[config.mk]
export PLATFORM = sky130hd
export DESIGN_NAME = srl_boot_loader
export DESIGN_NICKNAME = d
export VERILOG_FILES = /design/src/rtl/srl_pkg.sv /design/src/rtl/srl_sclk_gen.sv /design/src/rtl/srl_deser.sv /design/src/rtl/srl_seq.sv /design/src/rtl/srl_boot_loader.sv
export SDC_FILE = /design/constraint.sdc
export NUM_CORES = 1
export LEC_CHECK = 0
export BUFFER_PORTS_ARGS = -buffer_cell sky130_fd_sc_hd__buf_4
export CORE_MARGIN = 2
export CORE_UTILIZATION = 37
export CTS_CLUSTER_DIAMETER = 50
export DETAILED_ROUTE_END_ITERATION = 10
export MAX_ROUTING_LAYER = met4
export REMOVE_ABC_BUFFERS = 1
export SETUP_SLACK_MARGIN = 0.1
export SLEW_MARGIN = 10
export SYNTH_ARGS = -nofsm -noshare
export SYNTH_HDL_FRONTEND = slang
export SYNTH_SLANG_ARGS = --single-unit
[constraint.sdc]
create_clock -name clk_i -period 4.3 [get_ports clk_i]
set_clock_uncertainty 0.1 [all_clocks]
set_input_delay 0.86 -clock clk_i [delete_from_list [all_inputs] [get_ports clk_i]]
set_output_delay 0.86 -clock clk_i [all_outputs]
set_load 0.01 [all_outputs]
[src/rtl/srl_pkg.sv]
package srl_pkg;

  typedef enum logic [1:0] {
    ST_IDLE = 2'd0,
    ST_LOAD = 2'd1,
    ST_DONE = 2'd2,
    ST_HALT = 2'd3
  } srl_state_e;

  function automatic int unsigned srl_width(input int unsigned n);
    return (n > 1) ? $clog2(n) : 1;
  endfunction

endpackage

[src/rtl/srl_sclk_gen.sv]
module srl_sclk_gen #(
  parameter int unsigned PERIOD    = 123,
  parameter int unsigned HIGH_CYC  = 61,
  parameter int unsigned SAMPLE_PT = 110
) (
  input  logic clk_i,
  input  logic rst_ni,
  input  logic run_i,
  output logic sclk_o,
  output logic sample_o
);
  import srl_pkg::*;

  localparam int unsigned PH_W = srl_width(PERIOD);
  localparam logic [PH_W-1:0] PH_LAST = PH_W'(PERIOD - 1);
  localparam logic [PH_W-1:0] PH_HIGH = PH_W'(HIGH_CYC);
  localparam logic [PH_W-1:0] PH_SMP  = PH_W'(SAMPLE_PT);

  logic [PH_W-1:0] phase_q, phase_d;
  logic            phase_en;

  assign phase_en = run_i || (phase_q != '0);

  always_comb begin
    phase_d = phase_q;
    if (!run_i) begin
      phase_d = '0;
    end else if (phase_q == PH_LAST) begin
      phase_d = '0;
    end else begin
      phase_d = phase_q + 1'b1;
    end
  end

  always_ff @(posedge clk_i or negedge rst_ni) begin
    if (!rst_ni) begin
      phase_q <= '0;
    end else if (phase_en) begin
      phase_q <= phase_d;
    end
  end

  assign sclk_o   = run_i && (phase_q < PH_HIGH);
  assign sample_o = run_i && (phase_q == PH_SMP);

  // the serial clock starts high in the first cycle of a load
  a_r4_first_edge: assert property (@(posedge clk_i) disable iff (!rst_ni)
    $rose(run_i) |-> sclk_o);

  // one sample per period, never on consecutive cycles
  a_r5_sample_spaced: assert property (@(posedge clk_i) disable iff (!rst_ni)
    sample_o |=> !sample_o);

endmodule

[src/rtl/srl_deser.sv]
module srl_deser #(
  parameter int unsigned WORD_W    = 32,
  parameter int unsigned NUM_WORDS = 3200,
  parameter int unsigned ADDR_W    = 12
) (
  input  logic              clk_i,
  input  logic              rst_ni,
  input  logic              sample_i,
  input  logic              bit_i,
  output logic              wr_en_o,
  output logic [ADDR_W-1:0] wr_addr_o,
  output logic [WORD_W-1:0] wr_data_o,
  output logic              wr_last_o
);
  import srl_pkg::*;

  localparam int unsigned BP_W = srl_width(WORD_W);
  localparam logic [BP_W-1:0]   BP_LAST = BP_W'(WORD_W - 1);
  localparam logic [ADDR_W-1:0] WD_LAST = ADDR_W'(NUM_WORDS - 1);

  logic [WORD_W-1:0] shreg_q, shreg_d;
  logic [BP_W-1:0]   bitpos_q, bitpos_d;
  logic [ADDR_W-1:0] widx_q, widx_d;
  logic              wr_en_q, wr_en_d;
  logic [ADDR_W-1:0] wr_addr_q, wr_addr_d;
  logic [WORD_W-1:0] wr_data_q, wr_data_d;
  logic              wr_last_q, wr_last_d;
  logic              word_full;

  assign word_full = sample_i && (bitpos_q == BP_LAST);

  always_comb begin
    shreg_d   = shreg_q;
    bitpos_d  = bitpos_q;
    widx_d    = widx_q;
    wr_en_d   = 1'b0;
    wr_addr_d = wr_addr_q;
    wr_data_d = wr_data_q;
    wr_last_d = 1'b0;
    if (sample_i) begin
      shreg_d  = {shreg_q[WORD_W-2:0], bit_i};
      bitpos_d = word_full ? '0 : bitpos_q + 1'b1;
    end
    if (word_full) begin
      wr_en_d   = 1'b1;
      wr_addr_d = widx_q;
      wr_data_d = {shreg_q[WORD_W-2:0], bit_i};
      wr_last_d = (widx_q == WD_LAST);
      widx_d    = widx_q + 1'b1;
    end
  end

  always_ff @(posedge clk_i or negedge rst_ni) begin
    if (!rst_ni) begin
      shreg_q  <= '0;
      bitpos_q <= '0;
      widx_q   <= '0;
    end else if (sample_i) begin
      shreg_q  <= shreg_d;
      bitpos_q <= bitpos_d;
      widx_q   <= widx_d;
    end
  end

  always_ff @(posedge clk_i or negedge rst_ni) begin
    if (!rst_ni) begin
      wr_en_q   <= 1'b0;
      wr_last_q <= 1'b0;
    end else begin
      wr_en_q   <= wr_en_d;
      wr_last_q <= wr_last_d;
    end
  end

  always_ff @(posedge clk_i or negedge rst_ni) begin
    if (!rst_ni) begin
      wr_addr_q <= '0;
      wr_data_q <= '0;
    end else if (word_full) begin
      wr_addr_q <= wr_addr_d;
      wr_data_q <= wr_data_d;
    end
  end

  assign wr_en_o   = wr_en_q;
  assign wr_addr_o = wr_addr_q;
  assign wr_data_o = wr_data_q;
  assign wr_last_o = wr_last_q;

  // checker-side history of the previous write address
  logic [ADDR_W-1:0] chk_prev_addr_q;
  logic              chk_seen_q;
  always_ff @(posedge clk_i or negedge rst_ni) begin
    if (!rst_ni) begin
      chk_prev_addr_q <= '0;
      chk_seen_q      <= 1'b0;
    end else if (wr_en_o) begin
      chk_prev_addr_q <= wr_addr_o;
      chk_seen_q      <= 1'b1;
    end
  end

  // first write to address 0, each later write one address higher
  a_r6_first_addr: assert property (@(posedge clk_i) disable iff (!rst_ni)
    (wr_en_o && !chk_seen_q) |-> (wr_addr_o == '0));
  a_r6_addr_step: assert property (@(posedge clk_i) disable iff (!rst_ni)
    (wr_en_o && chk_seen_q) |-> (wr_addr_o == chk_prev_addr_q + 1'b1));

  // a write strobe is one cycle wide and directly follows a sample
  a_r7_wr_single: assert property (@(posedge clk_i) disable iff (!rst_ni)
    wr_en_o |=> !wr_en_o);
  a_r7_wr_after_sample: assert property (@(posedge clk_i) disable iff (!rst_ni)
    $rose(wr_en_o) |-> $past(sample_i));

endmodule

[src/rtl/srl_seq.sv]
module srl_seq (
  input  logic clk_i,
  input  logic rst_ni,
  input  logic start_i,
  input  logic present_ni,
  input  logic last_wr_i,
  output logic load_o,
  output logic done_o
);
  import srl_pkg::*;

  srl_state_e state_q, state_d;

  always_comb begin
    state_d = state_q;
    unique case (state_q)
      ST_IDLE: if (start_i) state_d = present_ni ? ST_DONE : ST_LOAD;
      ST_LOAD: if (last_wr_i) state_d = ST_DONE;
      ST_DONE: state_d = ST_HALT;
      ST_HALT: state_d = ST_HALT;
      default: state_d = ST_IDLE;
    endcase
  end

  always_ff @(posedge clk_i or negedge rst_ni) begin
    if (!rst_ni) begin
      state_q <= ST_IDLE;
    end else begin
      state_q <= state_d;
    end
  end

  assign load_o = (state_q == ST_LOAD);
  assign done_o = (state_q == ST_DONE);

  // a load only follows an accepted start with the ROM present
  a_r1_start_gate: assert property (@(posedge clk_i) disable iff (!rst_ni)
    $rose(load_o) |-> ($past(start_i) && !$past(present_ni)));

  // done is a single-cycle pulse
  a_r8_done_pulse: assert property (@(posedge clk_i) disable iff (!rst_ni)
    done_o |=> !done_o);

  // after done the controller never leaves its final state
  a_r9_halt_sticky: assert property (@(posedge clk_i) disable iff (!rst_ni)
    (state_q == ST_HALT) |=> (state_q == ST_HALT));

endmodule

[src/rtl/srl_boot_loader.sv]
module srl_boot_loader #(
  parameter int unsigned NUM_BITS    = 102400,
  parameter int unsigned WORD_W      = 32,
  parameter int unsigned BASE_PERIOD = 126,
  parameter int unsigned CLK_RATIO   = 3,
  localparam int unsigned NUM_WORDS  = NUM_BITS / WORD_W,
  localparam int unsigned ADDR_W     = srl_pkg::srl_width(NUM_WORDS)
) (
  input  logic              clk_i,
  input  logic              rst_ni,
  input  logic              bist_done_i,
  input  logic              rom_present_ni,
  input  logic              rom_data_i,
  output logic              rom_clk_o,
  output logic              rom_oe_no,
  output logic              wr_en_o,
  output logic [ADDR_W-1:0] wr_addr_o,
  output logic [WORD_W-1:0] wr_data_o,
  output logic              load_done_o
);

  localparam int unsigned PERIOD    = BASE_PERIOD - CLK_RATIO;
  localparam int unsigned HIGH_CYC  = PERIOD / 2;
  localparam int unsigned SAMPLE_PT = BASE_PERIOD - 5 * CLK_RATIO - 1;

  // asynchronous assertion, synchronous release
  logic [1:0] rst_sync_q;
  logic       rst_n;
  always_ff @(posedge clk_i or negedge rst_ni) begin
    if (!rst_ni) begin
      rst_sync_q <= 2'b00;
    end else begin
      rst_sync_q <= {rst_sync_q[0], 1'b1};
    end
  end
  assign rst_n = rst_sync_q[1];

  logic load;
  logic sample;
  logic wr_en;
  logic wr_last;

  srl_seq u_seq (
    .clk_i      (clk_i),
    .rst_ni     (rst_n),
    .start_i    (bist_done_i),
    .present_ni (rom_present_ni),
    .last_wr_i  (wr_en && wr_last),
    .load_o     (load),
    .done_o     (load_done_o)
  );

  srl_sclk_gen #(
    .PERIOD    (PERIOD),
    .HIGH_CYC  (HIGH_CYC),
    .SAMPLE_PT (SAMPLE_PT)
  ) u_sclk (
    .clk_i    (clk_i),
    .rst_ni   (rst_n),
    .run_i    (load),
    .sclk_o   (rom_clk_o),
    .sample_o (sample)
  );

  srl_deser #(
    .WORD_W    (WORD_W),
    .NUM_WORDS (NUM_WORDS),
    .ADDR_W    (ADDR_W)
  ) u_deser (
    .clk_i     (clk_i),
    .rst_ni    (rst_n),
    .sample_i  (sample),
    .bit_i     (rom_data_i),
    .wr_en_o   (wr_en),
    .wr_addr_o (wr_addr_o),
    .wr_data_o (wr_data_o),
    .wr_last_o (wr_last)
  );

  assign wr_en_o   = wr_en;
  assign rom_oe_no = !load;

  // serial clock pulses only while the ROM is enabled
  a_r3_clk_needs_oe: assert property (@(posedge clk_i) disable iff (!rst_n)
    rom_clk_o |-> !rom_oe_no);

  // the enable is released together with done
  a_r8_oe_release: assert property (@(posedge clk_i) disable iff (!rst_n)
    $rose(rom_oe_no) |-> load_done_o);

  // writes happen only while the ROM is enabled
  a_r2_wr_needs_oe: assert property (@(posedge clk_i) disable iff (!rst_n)
    wr_en_o |-> !rom_oe_no);

endmodule

==> out/metrics.yaml <==
status: "complete, no violations"
gp_congestion: 0.790
power_leakage_nw: 2.78
ant_nets: 0
regToRegStartpoint: "u_deser.bitpos_q[0]"
power_per_cell_area_nw_per_um2: 364
initial_core_util_pct: 38.3
syn-cell-area_um2: 4420
drive_above_1_share_pct: 28.2
synth_cell_types: 34
fp.dieW_um: 113
ir_worst_vdd_mv: 0.195
path_max_fanout: 47
drt_iter0_drc: 170
grt_usage_pct: 13.0
ys_seq_elements: 105
hp-class: "input pin to asynchronous set/reset pin"
clock.fmax_mhz: 372
cts_hold_buf: 0
r2r_setup_slack_ns: 1.61
n_antenna_cell: 0
grt_pass1_vias: 2655
multi_input_area_um2: 1660
switching_power_w: 0.000451
critical_path_required_ns: 4.42
row_count: 39
grt_max_degree: 67
die_y_um: 113
ios: 53
core_um2: 11600
syn_inst: 375
syn_to_final_growth_pct: 17.3
hold_ws_ns: 0.188
intPower_w: 0.00144
dp_cells: 556
clock_tree.root_cell: "clkbuf_16"
slew-limit-headroom_pct: 35.8
seqPwrFrac_pct: 54.6
post-cts-setup-buffers: 0
swShare_pct: 23.9
maxSlewViolCount: 0
start_kind: "flop"
synth_edf_count: 0
cts.sinks: 105
regArea_um2: 2630
htree_levels: 3
numCtsBuffers: 9
power_frac_comb_pct: 4.1
drt-pass1-iter-count: 4
end_kind: "flop"
clockBufferDepth: 2
vias_per_cell: 4.74
fillers: 1081
reg2reg_to: "u_deser.wr_addr_o[9]"
hpwl_um: 4970
clk_pin_slew_ns: 0.07
tns_ns: 0
maxCapViolCount: 0
clock_latency_ns: 0.34
async_flop_share_pct: 100
grt_first_pass_wirelength_um: 13000
synth.avg_cell_area_um2: 11.8
avgRoutedWirePerCell_um: 13.1
finalNonFillerCells: 572
ctsResizeCount: 0
worstPathArrival_ns: 2.81
final_cell_mix: "nand2_1, dfrtp_1, buf_4"
final_common_cell: "nand2_1"
crit_type: "flop to flop"
grt_antenna_before_repair: 0
p_clk_share_pct: 41.3
worstMarginPinSlew_ns: 0.958
drc: 0
finalCritPeriodShare_pct: 62.5
drt-total-wl_um: 7500
dieArea_um2: 12800
grt_setup_unrepaired: "no"
cts_tree: "done"
synthFlopType: "dfrtp_1"
setup_viol: 0
dr_total_vias: 2712
gr-total-overflow: 0
ys_warn_count: 0
yosysSeqAreaShare_pct: 59.4
worst-r2r-cell-count: 6
nets: 435
min_period_ns: 2.69
hold_viol_final: 0
portBuffers: 52
stage by stage:
step	util, %	worst slack (ns)	area (µm²)	power [W]
after detailed placement	42.4	1.61	4900	0.00113
final	44.9	1.61	5190	0.00189
after CTS	44.9	1.60	5190	0.00192
after floorplan	-	0.923	4300	0.00110
after global routing	44.9	1.49	5190	0.00197
after global placement	42.4	1.67	4900	0.00113
power by group through the flow:
stage          Clock [W]  Combinational, W  Sequential [W]
2_1_floorplan          0         0.0000497         0.00105
3_3_place_gp           0         0.0000763         0.00105
3_5_place_dp           0         0.0000780         0.00105
4_1_cts         0.000806         0.0000783         0.00103
5_1_grt         0.000843         0.0000908         0.00104
6_report        0.000781         0.0000766         0.00103
worst max-delay path by stage:
stage                              from                     to  slack, ns  depth (start not counted)
global route        u_deser.bitpos_q[0]  u_deser.wr_data_o[13]       1.49                          6
finish              u_deser.bitpos_q[0]   u_deser.wr_addr_o[9]       1.61                          6
CTS                 u_deser.bitpos_q[0]  u_deser.wr_data_o[13]       1.60                          6
global placement    u_deser.bitpos_q[0]   u_deser.wr_data_o[6]       1.67                          6
detailed placement  u_deser.bitpos_q[0]  u_deser.wr_data_o[13]       1.61                          6
floorplan             u_sclk.phase_q[0]      u_deser.widx_q[9]       0.92                          6
flip-flops by register name, indices dropped and copies added, names as in the netlist:
register and cells:
u_deser.bitpos_q 5, u_deser.widx_q 12, rst_sync_q 2, u_deser.wr_en_o 1, u_deser.wr_addr_o 12, u_deser.wr_data_o 32
u_deser.wr_last_o 1, u_deser.shreg_q 31, u_seq.state_q 2, u_sclk.phase_q 7
final cells by class:
| class | count | area share (%) |
|---|---|---|
| repair buffers | 55 | 7.96 |
| clock buffers | 9 | 4.34 |
| multi-input cells | 247 | 31.9 |
| flip-flops and latches | 105 | 50.7 |
| inverters | 6 | 0.434 |
| well taps | 143 | 3.45 |
| clock inverters | 7 | 1.16 |
logic make-up after synthesis:
logic type,after synthesis,synth area share [%]
simple gates,167,16.6
flops,105,59.4
mux,46,14.3
buf+inv,23,3.28
xor+xnor,15,2.97
compound gates,12,1.73
fa+ha+maj,6,1.70
other cells,1,0.0848
metal layers:
layer,vias up,global-route usage [%],part of all wire [%]
li1,1346,-,-
met1,1311,17.6,50
met2,44,19.4,45
met3,11,2.30,2.7
met4,0,5.85,2.1
met5,-,-,0
critical path, cell delays in order, from the launching register on:
cell and delay, ns:
dfrtp_1 0.39, ha_1 0.19, and3_1 0.16, ha_1 0.30, inv_1 0.10, or4_4 0.89
mux2_4 0.42
synthesized netlist by cell type, types with 2 or more instances:
master | number | share of area, %
a21oi_1 | 2 | 0.23
and2_1 | 2 | 0.28
and3_1 | 3 | 0.42
and4b_1 | 3 | 0.68
buf_12 | 3 | 1.4
buf_2 | 2 | 0.23
clkbuf_1 | 11 | 0.93
dfrtp_1 | 105 | 59
ha_1 | 6 | 1.7
inv_1 | 6 | 0.51
mux2_2 | 16 | 4.1
mux2_4 | 30 | 10
nand2_1 | 111 | 9.4
nand2b_1 | 3 | 0.42
nand3_1 | 13 | 1.5
nand4_1 | 5 | 0.71
nor2_1 | 12 | 1.0
nor3_1 | 4 | 0.45
nor4_1 | 6 | 0.85
o21ai_0 | 5 | 0.57
xnor2_1 | 9 | 1.8
xor2_1 | 6 | 1.2
Power figures use the tool's default switching activity.
